File: config.mk
export PLATFORM = sky130hd
export DESIGN_NAME = pgpio_bank
export DESIGN_NICKNAME = d
export VERILOG_FILES = /design/src/rtl/pgpio_pkg.sv /design/src/rtl/pgpio_sync.sv /design/src/rtl/pgpio_pin.sv /design/src/rtl/pgpio_regs.sv /design/src/rtl/pgpio_bank.sv
export SDC_FILE = /design/constraint.sdc
export NUM_CORES = 1
export LEC_CHECK = 0
export ABC_AREA = 1
export BUFFER_PORTS_ARGS = -buffer_cell sky130_fd_sc_hd__buf_2
export CAP_MARGIN = 40
export CORE_ASPECT_RATIO = 0.5
export CORE_UTILIZATION = 40
export DETAILED_ROUTE_END_ITERATION = 10
export GPL_ROUTABILITY_DRIVEN = 0
export SYNTH_ARGS = -nofsm -noshare
export SYNTH_HDL_FRONTEND = slang
export SYNTH_SLANG_ARGS = --single-unit
export TNS_END_PERCENT = 10
File: constraint.sdc
create_clock -name clk -period 1.3 [get_ports clk]
set_clock_uncertainty 0.05 [all_clocks]
set_input_delay 0.13 -clock clk [delete_from_list [all_inputs] [get_ports clk]]
set_output_delay 0.13 -clock clk [all_outputs]
set_load 0.01 [all_outputs]
File: src/rtl/pgpio_pkg.sv
// Shared types for the GPIO bank.
// Assumes the configuration layout {alternate, invert, direction-in} in bits 2:0.
package pgpio_pkg;

    localparam int CFG_W = 3;

    typedef struct packed {
        logic alt;     // bit 2: alternate function enable
        logic inv;     // bit 1: polarity invert
        logic dir_in;  // bit 0: 1 = input
    } bit_cfg_t;

    typedef enum logic [1:0] {
        ROLE_PLAIN,
        ROLE_WDT_IRRX,
        ROLE_LED_IRTX
    } pin_role_t;

    localparam bit_cfg_t CFG_RESET = '{alt: 1'b0, inv: 1'b0, dir_in: 1'b1};

endpackage

File: src/rtl/pgpio_sync.sv
// Two-flop synchroniser for the pad inputs.
// Assumes pad levels are asynchronous to clk. The flops carry no reset
// because the pad value flushes through them within two cycles.
module pgpio_sync #(
    parameter int W = 16
) (
    input  logic         clk,
    input  logic [W-1:0] d_i,
    output logic [W-1:0] q_o
);
    logic [W-1:0] meta_q;
    logic [W-1:0] sync_q;

    // Shift the pad level through two stages.
    always_ff @(posedge clk) begin
        meta_q <= d_i;
        sync_q <= meta_q;
    end

    assign q_o = sync_q;
endmodule

File: src/rtl/pgpio_pin.sv
// Per-bit pad logic: direction, polarity, read view and alternate-function mux.
// ROLE picks the variant. A plain bit has no alternate. The watchdog/IR-receive
// bit and the LED/IR-transmit bit depend on the global IR-select flag.
// Alternate outputs are driven without inversion.
module pgpio_pin
    import pgpio_pkg::*;
#(
    parameter pin_role_t ROLE = ROLE_PLAIN
) (
    input  bit_cfg_t cfg_i,
    input  logic     data_i,
    input  logic     ir_sel_i,
    input  logic     pad_sync_i,
    input  logic     wdt_i,
    input  logic     led_i,
    input  logic     ir_tx_i,
    output logic     pin_o,
    output logic     pin_oe,
    output logic     is_input_o,
    output logic     rd_bit_o,
    output logic     ir_rx_o
);
    logic plain_in;
    logic plain_out;
    logic plain_rd;

    // Behaviour of the bit when no alternate function owns it.
    always_comb begin
        plain_in  = cfg_i.dir_in;
        plain_out = plain_in ? 1'b0 : (data_i ^ cfg_i.inv);
        plain_rd  = plain_in ? (pad_sync_i ^ cfg_i.inv) : data_i;
    end

    generate
        if (ROLE == ROLE_WDT_IRRX) begin : g_wdt
            logic unused_wdt;
            assign unused_wdt = led_i ^ ir_tx_i;

            // Watchdog output or forced IR receive when the alternate is on.
            always_comb begin
                if (cfg_i.alt && !ir_sel_i) begin
                    is_input_o = 1'b0;
                    pin_oe     = 1'b1;
                    pin_o      = wdt_i;
                    rd_bit_o   = data_i;
                    ir_rx_o    = 1'b0;
                end else if (cfg_i.alt) begin
                    is_input_o = 1'b1;
                    pin_oe     = 1'b0;
                    pin_o      = 1'b0;
                    rd_bit_o   = pad_sync_i ^ cfg_i.inv;
                    ir_rx_o    = pad_sync_i;
                end else begin
                    is_input_o = plain_in;
                    pin_oe     = !plain_in;
                    pin_o      = plain_out;
                    rd_bit_o   = plain_rd;
                    ir_rx_o    = 1'b0;
                end
            end

            // a_r8_rx_forced_input: the IR receive mode never drives the pad.
            always_comb begin
                if (cfg_i.alt && ir_sel_i) begin
                    a_r8_rx_forced_input: assert (!pin_oe && (ir_rx_o == pad_sync_i));
                end
            end
        end else if (ROLE == ROLE_LED_IRTX) begin : g_led
            logic unused_led;
            assign unused_led = wdt_i;

            // LED drive or IR transmit when the alternate is on.
            always_comb begin
                ir_rx_o = 1'b0;
                if (cfg_i.alt) begin
                    is_input_o = 1'b0;
                    pin_oe     = 1'b1;
                    pin_o      = ir_sel_i ? ir_tx_i : led_i;
                    rd_bit_o   = data_i;
                end else begin
                    is_input_o = plain_in;
                    pin_oe     = !plain_in;
                    pin_o      = plain_out;
                    rd_bit_o   = plain_rd;
                end
            end

            // a_r7_led_follows: the LED alternate passes led_i through unchanged.
            always_comb begin
                if (cfg_i.alt && !ir_sel_i) begin
                    a_r7_led_follows: assert (pin_oe && (pin_o == led_i));
                end
            end
        end else begin : g_plain
            logic unused_plain;
            assign unused_plain = ir_sel_i ^ wdt_i ^ led_i ^ ir_tx_i ^ cfg_i.alt;

            // Plain bit: direction and polarity only.
            always_comb begin
                is_input_o = plain_in;
                pin_oe     = !plain_in;
                pin_o      = plain_out;
                rd_bit_o   = plain_rd;
                ir_rx_o    = 1'b0;
            end
        end
    endgenerate
endmodule

File: src/rtl/pgpio_regs.sv
// Host register file: per-bit configuration, shared data, global options and
// the registered read path. Assumes single-cycle strobes on a synchronous
// port. A data write is masked by the bits currently acting as inputs.
module pgpio_regs
    import pgpio_pkg::*;
#(
    parameter int NBITS  = 16,
    parameter int ADDR_W = $clog2(NBITS + 2)
) (
    input  logic                   clk,
    input  logic                   rst_n,
    input  logic                   wr_en,
    input  logic                   rd_en,
    input  logic [ADDR_W-1:0]      addr,
    input  logic [NBITS-1:0]       wr_data,
    input  logic [NBITS-1:0]       in_mask,
    input  logic [NBITS-1:0]       rd_view,
    output bit_cfg_t [NBITS-1:0]   cfg_q,
    output logic [NBITS-1:0]       data_q,
    output logic                   ir_sel_q,
    output logic [NBITS-1:0]       rd_data
);
    localparam int IDX_W = $clog2(NBITS);
    localparam logic [ADDR_W-1:0] DATA_ADDR = ADDR_W'(NBITS);
    localparam logic [ADDR_W-1:0] OPT_ADDR  = ADDR_W'(NBITS + 1);

    logic unused_wr_hi;
    assign unused_wr_hi = ^wr_data[NBITS-1:CFG_W];

    genvar gi;
    generate
        for (gi = 0; gi < NBITS; gi++) begin : g_cfg
            // Store the configuration word of bit gi.
            always_ff @(posedge clk) begin
                if (!rst_n) begin
                    cfg_q[gi] <= CFG_RESET;
                end else if (wr_en && (addr == ADDR_W'(gi))) begin
                    cfg_q[gi] <= bit_cfg_t'(wr_data[CFG_W-1:0]);
                end
            end

            // an input bit keeps its stored data across a data write.
            a_r3_input_write_ignored: assert property (@(posedge clk) disable iff (!rst_n)
                (wr_en && (addr == DATA_ADDR) && in_mask[gi]) |=> $stable(data_q[gi]));

            // an output bit reads back the stored value.
            a_r5_output_reads_store: assert property (@(posedge clk) disable iff (!rst_n)
                (rd_en && (addr == DATA_ADDR) && !in_mask[gi]) |=> (rd_data[gi] == $past(data_q[gi])));
        end
    endgenerate

    // Update the data register, leaving input bits untouched.
    always_ff @(posedge clk) begin
        if (!rst_n) begin
            data_q <= '0;
        end else if (wr_en && (addr == DATA_ADDR)) begin
            data_q <= (data_q & in_mask) | (wr_data & ~in_mask);
        end
    end

    // Store the global IR-select flag.
    always_ff @(posedge clk) begin
        if (!rst_n) begin
            ir_sel_q <= 1'b0;
        end else if (wr_en && (addr == OPT_ADDR)) begin
            ir_sel_q <= wr_data[0];
        end
    end

    // Capture the addressed register on a read strobe.
    always_ff @(posedge clk) begin
        if (!rst_n) begin
            rd_data <= '0;
        end else if (rd_en) begin
            if (addr < DATA_ADDR) begin
                rd_data <= {{(NBITS - CFG_W){1'b0}}, cfg_q[addr[IDX_W-1:0]]};
            end else if (addr == DATA_ADDR) begin
                rd_data <= rd_view;
            end else if (addr == OPT_ADDR) begin
                rd_data <= {{(NBITS - 1){1'b0}}, ir_sel_q};
            end else begin
                rd_data <= '0;
            end
        end
    end

    // a configuration write lands in the addressed entry.
    a_r10_cfg_stored: assert property (@(posedge clk) disable iff (!rst_n)
        (wr_en && (addr < DATA_ADDR)) |=>
        (cfg_q[$past(addr[IDX_W-1:0])] == bit_cfg_t'($past(wr_data[CFG_W-1:0]))));
endmodule

File: src/rtl/pgpio_bank.sv
// Top of the GPIO bank. Synchronises the pads, holds the registers and
// instantiates one pad cell per bit, choosing the alternate-function variant
// for WDT_PIN and LED_PIN. Assumes both lie below NBITS and differ.
module pgpio_bank
    import pgpio_pkg::*;
#(
    parameter int NBITS   = 16,
    parameter int WDT_PIN = 12,
    parameter int LED_PIN = 13,
    parameter int ADDR_W  = $clog2(NBITS + 2)
) (
    input  logic              clk,
    input  logic              rst_n,
    input  logic              host_wr,
    input  logic              host_rd,
    input  logic [ADDR_W-1:0] host_addr,
    input  logic [NBITS-1:0]  host_wdata,
    output logic [NBITS-1:0]  host_rdata,
    input  logic [NBITS-1:0]  pin_i,
    output logic [NBITS-1:0]  pin_o,
    output logic [NBITS-1:0]  pin_oe,
    input  logic              wdt_i,
    input  logic              led_i,
    input  logic              ir_tx_i,
    output logic              ir_rx_o
);
    bit_cfg_t [NBITS-1:0] cfg_q;
    logic [NBITS-1:0]     data_q;
    logic                 ir_sel_q;
    logic [NBITS-1:0]     pad_sync;
    logic [NBITS-1:0]     in_mask;
    logic [NBITS-1:0]     rd_view;
    logic [NBITS-1:0]     rx_vec;

    pgpio_sync #(.W(NBITS)) u_sync (
        .clk (clk),
        .d_i (pin_i),
        .q_o (pad_sync)
    );

    pgpio_regs #(.NBITS(NBITS), .ADDR_W(ADDR_W)) u_regs (
        .clk      (clk),
        .rst_n    (rst_n),
        .wr_en    (host_wr),
        .rd_en    (host_rd),
        .addr     (host_addr),
        .wr_data  (host_wdata),
        .in_mask  (in_mask),
        .rd_view  (rd_view),
        .cfg_q    (cfg_q),
        .data_q   (data_q),
        .ir_sel_q (ir_sel_q),
        .rd_data  (host_rdata)
    );

    genvar gi;
    generate
        for (gi = 0; gi < NBITS; gi++) begin : g_pin
            localparam pin_role_t ROLE = (gi == WDT_PIN) ? ROLE_WDT_IRRX :
                                         (gi == LED_PIN) ? ROLE_LED_IRTX : ROLE_PLAIN;
            pgpio_pin #(.ROLE(ROLE)) u_pin (
                .cfg_i      (cfg_q[gi]),
                .data_i     (data_q[gi]),
                .ir_sel_i   (ir_sel_q),
                .pad_sync_i (pad_sync[gi]),
                .wdt_i      (wdt_i),
                .led_i      (led_i),
                .ir_tx_i    (ir_tx_i),
                .pin_o      (pin_o[gi]),
                .pin_oe     (pin_oe[gi]),
                .is_input_o (in_mask[gi]),
                .rd_bit_o   (rd_view[gi]),
                .ir_rx_o    (rx_vec[gi])
            );
        end
    endgenerate

    // Only the receive-capable cell drives a non-zero rx bit.
    assign ir_rx_o = |rx_vec;

    // the cycle after reset no pad is driven.
    a_r1_reset_no_drive: assert property (@(posedge clk)
        !rst_n |=> (pin_oe == '0));

    // the synchronised level trails the pad by exactly two edges.
    a_r9_two_stage_sync: assert property (@(posedge clk) disable iff (!rst_n)
        (pad_sync == $past(pin_i, 2)));

    // watchdog alternate drives wdt_i with no inversion.
    a_r6_wdt_follows: assert property (@(posedge clk) disable iff (!rst_n)
        (cfg_q[WDT_PIN].alt && !ir_sel_q) |-> (pin_oe[WDT_PIN] && (pin_o[WDT_PIN] == wdt_i)));
endmodule

==> Yosys cells after proc, flatten, opt, wreduce, memory -nomap -nowiden <==
Index checks and enable logic that the tools add are counted.
{ "word_totals": {"regBits": 113, "input_bits": 44, "output_inout_bits": 49, "wordCells": 197} }
{ "classes": {"order_cmp": 2, "eq_ne": 17, "mux": 52, "bitwise": 36, "n_reduce_logical": 37} }
{ "ops": {"columns": ["cell", "n"], "rows": [
  ["$mux 1", 48],
  ["$eq 5x4->1 const B", 8],
  ["$and 16x16->16", 2],
  ["$mux 16", 2],
  ["$xor 1x1->1", 32],
  ["$eq 5x3->1 const B", 4],
  ["$logic_and 1x1->1", 19],
  ["$logic_not 1->1", 17],
  ["$not 16->16", 1],
  ["$or 16x16->16", 1],
  ["$bmux 3 s4", 1],
  ["$eq 5x2->1 const B", 2],
  ["$eq 5x5->1 const B", 2],
  ["$eq 5x1->1 const B", 1],
  ["$logic_not 5->1", 1],
  ["$lt 4x5->1 const B", 1],
  ["$lt 5x5->1 const B", 1],
  ["$mux 3", 1]
]} }

==> Longest topological paths before layout <==
Gate-level depths: netlist of the first run.
{ "logic_depth": {"ltp_word": 6, "mapped_depth": 10, "depth_no_buf": 9} }

==> Modules after synthesis <==
Synthesis of the first run repeated with hierarchy kept, for this count alone.
{ "hier_totals": {"cells_unflattened": 854, "area_unflattened_um2": 5435.2} }
{ "modules_own_cells": {"columns": ["mod", "n_inst", "cells_each", "area_each_um2", "seq_area_each_um2"], "rows": [
  ["pgpio_regs", 1, 551, 3636.0, 1621.6],
  ["pgpio_pin at g_pin[0].u_pin ...", 14, 15, 65.1, 0.0],
  ["pgpio_sync", 1, 32, 640.6, 640.6],
  ["pgpio_pin at g_pin[13].u_pin", 1, 24, 100.1, 0.0],
  ["pgpio_pin at g_pin[12].u_pin", 1, 22, 91.3, 0.0],
  ["pgpio_bank", 1, 15, 56.3, 0.0]
]} }

==> Worst setup path after synthesis of the first run <==
No wires, ideal clock.
{ "synth_path": {"path_kind": "register -> register", "start": "register, netlist name u_regs.cfg_q[41]", "end": "register u_regs.rd_data[13]", "setup_ns": 0.128, "arrival_time_ns": 1.015, "required_time_ns": 1.122, "slack_ns": 0.108, "path_stages_with_launch": 7, "path_cell_list": "dfxtp_1 > inv_1 > nand2_1 > inv_1 > or2_2 > a32oi_1 > nor2_1"} }
{ "synth_between": {"elab_chain_len": 3} }
{ "synth_lines": {"columns": ["item", "line_no", "text"], "rows": [
  ["$mux 1", "pgpio_pin.sv:75", "if (cfg_i.alt) begin"],
  ["$mux 16", "pgpio_regs.sv:77", "end else if (addr == DATA_ADDR) begin"],
  ["$mux 16", "pgpio_regs.sv:75", "if (addr < DATA_ADDR) begin"],
  ["end signal, assigned", "pgpio_regs.sv:76", "rd_data <= {{(NBITS - CFG_W){1'b0}}, cfg_q[addr[IDX_W-1:0]]};"],
  ["end signal, assigned", "pgpio_regs.sv:78", "rd_data <= rd_view;"],
  ["end signal, assigned", "pgpio_regs.sv:80", "rd_data <= {{(NBITS - 1){1'b0}}, ir_sel_q};"],
  ["end, declared", "pgpio_regs.sv:21", "output logic [NBITS-1:0] rd_data"]
]} }
No other way between the ends.
A chain may end at the register's enable or synchronous reset.

==> Worst setup path after layout of the first run <==
{ "layout_path": {"start": "register, netlist name u_regs.cfg_q[40]", "end": "output pin_o[13]"} }
{ "layout_between": {"elab_chain_len": 3} }
{ "layout_lines": {"columns": ["item", "line_no", "text"], "rows": [
  ["$xor 1x1->1", "pgpio_pin.sv:30", "plain_out = plain_in ? 1'b0 : (data_i ^ cfg_i.inv);"],
  ["$mux 1", "pgpio_pin.sv:30", null],
  ["$mux 1", "pgpio_pin.sv:75", null],
  ["end, declared", "pgpio_bank.sv:20", "output logic [NBITS-1:0] pin_o,"]
]} }
No other way between the ends.

==> impl_metrics.toml, run 1 <==
[setup_path]
crit_arrival_ps = 1280
max_stage_delay_ps = 360
critPathRequiredTime_ps = 1120
timing.rr.end = "u_regs.rd_data[1]"
rrSetupSlack_ps = 30
r2r_cells = 8
crit_chain = "xnor2_2 -> o32ai_2 -> buf_2"
crit_path_start_kind = "register"
critPathKind = "register to output port"
cp-end-kind = "output port"
rr_startpoint = "u_regs.cfg_q[25]"
critPathMaxFanout = 4
crit_slowest_cell = "dfxtp_4"

[final_layout]
layout-drive-gt1-share_pct = 33.5
stdcell_area_um2 = 6850
instances_no_fill = 1011
diodes = 0
finalNetCount = 877
syn_to_final_growth_pct = 36.2
fin_util_pct = 57.0

[placed_design]
dpl.hpwl_mm = 9.33
io_buffers = 92
dpl_cell_area_um2 = 5750
dp.cells = 943

[drt]
vias = 4778
top_layer = "met4"
first_iter_violations = 274
drc_errors = 0
dr_wl_met2_mm = 5.70
met3_length_um = 718
routedWlPerCell_um = 13.7
routed_via_density = 4.73
drt_first_pass_iters = 5
wl_met1_mm = 7.32
routed_wirelength_mm = 13.9
ant_nets = 0

[min_path]
hold-path-cell-count = 3
hold_class = "primary input to register"
min-delay-start = "host_rd"
min_delay_worst_endpoint = "u_regs.rd_data[1]"

[clock_network]
cts_buffers = 17
insertion_delay_ps = 410
cts_buffer_depth = 2
clock_sink_count = 113
path_clk_slew_ps = 50
cts_tree = "yes"
root_buffer = "clkbuf_16"
htreeDepth = 4

[synthesis]
yosys_most_used_dff = "dfxtp_1"
synthCells = 693
ys_top_cells_by_area = "dfxtp_1, nand2_1, a21oi_1, o21ai_0, buf_4"
synth_cell_type_count = 27
async_flop_share_pct = 0
synth_top_area_share_pct = 45.0
syn_nets = 737
yosys.cell_count.top_type = "nand2_1"
synth_edf_count = 0
syn_area_per_cell_um2 = 7.26
synth_common_cells = "nand2_1, dfxtp_1, a21oi_1, o21ai_0, inv_1"
ys_ff_latch = 113
synth_seq_area_share_pct = 45.0
yosysWarnings = 0
synth_area_um2 = 5030
synth_top_cell_by_area = "dfxtp_1"

[pwr]
peakVddDrop_mv = 0.641
switching_share_pct = 22.9
p_seq_share_pct = 41.2
power_mw = 8.71
clkPwrFrac_pct = 51.7
power.switching_mw = 2.00
leakage_nw = 3.00
power_density_nw_per_um2 = 1270
internal-power_mw = 6.71
combPwrFrac_pct = 7.1

[timing]
max_freq_mhz = 686
fin_tns_setup_ps = -753
drv_slew = 0
relSlewSlack_pct = 71.9
hold_viol = 0
fin_crit_sh_pct = 112
tightest_slew_ps = 421
fin_crit_ps = 1460
setup-violations-final = 14
fin_ws_ps = -158
rsz0062_at_grt = "true"

[outcome]
status = "finished with violations"
failed_checks = "negative setup slack"

[grt]
grtUsageTotal_pct = 22.0
grt_overflow = 0
grt_max_degree = 56
antenna_found_initial = 0
grt_first_pass_wirelength_mm = 22.1
grt_pass1_vias = 4371

[floorplan]
die_area_um2 = 13100
die_x_um = 161
start_util_pct = 41.9
core-area_um2 = 12000
pin_count = 93
die_h_um = 81.3
rows = 28

[run]
maxCapViolCount = 0
[critical path: cells and delay by family (launching register included)]
kind | cells | cell delay, ps
AO/OA/AOI/OAI | 1 | 210
XOR/XNOR | 1 | 140
flip-flops | 1 | 360
buffers and inverters | 1 | 170
[layout by cell type (no fill, tap or decap), types with 13 or more instances in the layout]
master,Yosys,routed
o21ai_1,18,27
buf_2,1,91
a21oi_1,88,80
nand2_1,152,148
inv_1,67,49
clkbuf_16,0,17
nor2_1,47,47
dfxtp_1,113,80
dfxtp_2,0,28
nor2_2,13,13
o21ai_0,88,71
dlygate4sd3_1,0,30
buf_4,39,42
inv_2,12,24
[stage by stage]
stage / hold WS (ps) / worst slack [ps]
after floorplan: 108 / 108
after global placement: 182 / -104
after detailed placement: 184 / -117
after CTS: 11.7 / -175
after global routing: 17.1 / -190
final: 23.5 / -158
[power by group through the flow]
stage	clock, mW	combinational (mW)	sequential (mW)
final	4.50	0.621	3.58
after global routing	4.73	0.685	3.59
after detailed placement	0	0.532	3.66
after CTS	4.57	0.611	3.59
after global placement	0	0.529	3.66
after floorplan	0	0.287	3.65
[worst max path at each step]
stage | from | cells after the start | endpoint
CTS | u_regs.cfg_q[40] | 3 | pin_o[13]
global placement | host_addr[0] | 8 | u_regs.cfg_q[16]
floorplan | u_regs.cfg_q[41] | 6 | u_regs.rd_data[13]
detailed placement | host_addr[0] | 8 | u_regs.cfg_q[16]
finish | u_regs.cfg_q[40] | 3 | pin_o[13]
global route | u_regs.cfg_q[40] | 3 | pin_o[13]
[per-layer routing]
layer	vias to the layer above	track usage, %
met5	-	0
met3	12	5.31
met2	112	32.9
met4	0	6.10
li1	2518	-
met1	2136	31.2
[repair_timing]
| action | 4_1_cts | 5_1_grt |
|---|---|---|
| pin swaps | 1 | 0 |
| setup endpoints to repair | 21 | 22 |
| gates resized for setup | 67 | 42 |
| hold buffers | 30 | 0 |
| buffers inserted | 4 | 2 |
| endpoints found under the hold margin | 30 | 0 |
[cells by family after synthesis]
kind of cell	after synthesis	share of synthesized area (%)
flops	113	45.0
buf+inv	134	12.9
simple gates	232	19.4
compound gates	208	21.6
xor+xnor	6	1.04
[layout make-up]
cell class              count  area [µm²]
inverters                  81         319
well taps                 165         206
repair buffers            174        1230
fillers                  1149        5160
clock buffers              21         460
clock inverters            11         113
flip-flops and latches    113        2320
multi-input cells         446        2210
Power figures use the tool's default switching activity.
==> run 2: changes to the inputs <==
CORE_ASPECT_RATIO = 1.1   (was 0.5)
==> run 2 against run 1 <==
The run still ends with negative setup slack left; sequential cell count stayed put; non-clock buffer count is 6 lower; via count hardly changed; global-route usage is 0.48 points higher.
==> impl_metrics.toml, run 2 (synthesis gave the netlist of run 1 again) <==
[outcome]
status = "finished with violations"
failed_checks = "negative setup slack"

[timing]
setup-violations-final = 16
tightest_slew_ps = 397
drv_slew = 0
hold_viol = 0
fin_crit_sh_pct = 116
relSlewSlack_pct = 73.6
max_freq_mhz = 665
holdWs_ps = 73.8
fin_ws_ps = -205
fin_crit_ps = 1500
rsz0062_at_grt = "true"

[clock_network]
clock_sink_count = 113
insertion_delay_ps = 410
path_clk_slew_ps = 50
root_buffer = "clkbuf_16"
htreeDepth = 4
cts_buffers = 17
cts_tree = "yes"
cts_buffer_depth = 2

[final_layout]
multi_input_area_um2 = 2180
finalNetCount = 871
syn_to_final_growth_pct = 36.1
layout_commonest_cell = "nand2_1"
layout-drive-gt1-share_pct = 31.9
final_cell_mix = "nand2_1, buf_2, a21oi_1, dfxtp_1, o21ai_0"
diodes = 0
instances_no_fill = 994
seq_area_um2 = 2310
fill_cells = 1154

[setup_path]
crit_slowest_cell = "dfxtp_2"
critical-path-top-delay-family = "flip-flops"
rrSetupSlack_ps = 30
crit_chain = "xnor2_1 -> o32ai_2 -> buf_2"
cp-end-kind = "output port"
max_stage_delay_ps = 340
timing.rr.end = "u_regs.rd_data[13]"
critPathMaxFanout = 4
rr_startpoint = "u_regs.cfg_q[41]"
crit_arrival_ps = 1320
critPathRequiredTime_ps = 1120
crit_path_start_kind = "register"
critPathKind = "register to output port"
r2r_cells = 6
path_buf_inv = 1

[pwr]
peakVddDrop_mv = 0.964
leakage_nw = 3.01
power_density_nw_per_um2 = 1400

[min_path]
hold-path-cell-count = 3
min_delay_worst_endpoint = "u_regs.cfg_q[30]"
min-delay-start = "host_wdata[0]"
hold_class = "primary input to register"

[run]
maxCapViolCount = 0

[grt]
grt_first_pass_wirelength_mm = 22.4
grt_pass1_vias = 4687
grt_overflow = 0
grt_max_degree = 36
grtUsageTotal_pct = 22.4
antenna_found_initial = 0

[floorplan]
die_h_um = 120
pin_count = 93
die_area_um2 = 13000
rows = 42
die_x_um = 109
core-area_um2 = 12100
start_util_pct = 41.4

[drt]
routed_via_density = 4.81
ant_nets = 0
routed_wirelength_mm = 13.5
first_iter_violations = 255
drt_first_pass_iters = 4
drc_errors = 0
vias = 4782
routedWlPerCell_um = 13.6

[placed_design]
post-place-ws_ps = -121
dp.cells = 930
dpl.hpwl_mm = 9.53
io_buffers = 92
run 2: worst max path at each step:
stage | start | to | slack, ps | cells after the start
after floorplan | u_regs.cfg_q[41] | u_regs.rd_data[13] | 110 | 6
after detailed placement | host_addr[1] | u_regs.cfg_q[16] | -120 | 8
after global routing | u_regs.cfg_q[40] | pin_o[13] | -240 | 3
final | u_regs.cfg_q[40] | pin_o[13] | -200 | 3
after CTS | u_regs.cfg_q[40] | pin_o[13] | -200 | 3
after global placement | host_addr[1] | u_regs.cfg_q[17] | -90 | 8
run 2: worst register-to-register path, stage by stage, from the launching register on:
cell and delay (ps):
dfxtp_1 390, inv_1 80, nand2_1 80, inv_1 50
or2_2 270, a32oi_1 200, nor2_1 50
run 2: final cells by class:
class	count	area share, %
Sequential cell	113	33.7
Clock buffer	21	7.02
Timing Repair Buffer	168	16.9
Tap cell	154	2.81
Multi-Input combinational cell	446	31.9
Inverter	81	4.75
Clock inverter	11	3.00
run 2: report_power, final:
group          internal (mW)  switching [mW]  total [mW]  leakage (nW)
Combinational          0.269           0.342       0.611          1.75
Sequential              3.54          0.0412        3.59         0.925
Clock                   3.78            1.58        5.36         0.343
Total                   7.59            1.96        9.56          3.01
run 2: layer usage:
metal / share of wire (%) / vias to the layer above / global-route usage (%)
met4: 1.4 / 0 / 8.36
met5: 0 / - / 0
met3: 5.9 / 18 / 7.06
met2: 47 / 119 / 36.3
met1: 45 / 2148 / 27.6
li1: - / 2497 / -
run 2: what timing repair did:
| action | CTS | global route |
|---|---|---|
| pin swaps | 2 | 2 |
| hold endpoints to repair | 31 | 0 |
| buffers inserted | 0 | 1 |
| resized for setup | 71 | 26 |
| endpoints found under the setup margin | 19 | 24 |
| hold buffers | 31 | 0 |
run 2: metrics by stage:
stage / total power [mW] / setup TNS, ps / cell area (µm²) / util [%]
after floorplan: 3.94 / 0 / 5030 / -
after global placement: 4.17 / -891 / 5690 / 46.9
after detailed placement: 4.19 / -2380 / 5690 / 46.9
after CTS: 9.63 / -1390 / 6770 / 55.8
after global routing: 9.84 / -2180 / 6850 / 56.4
final: 9.56 / -806 / 6850 / 56.4
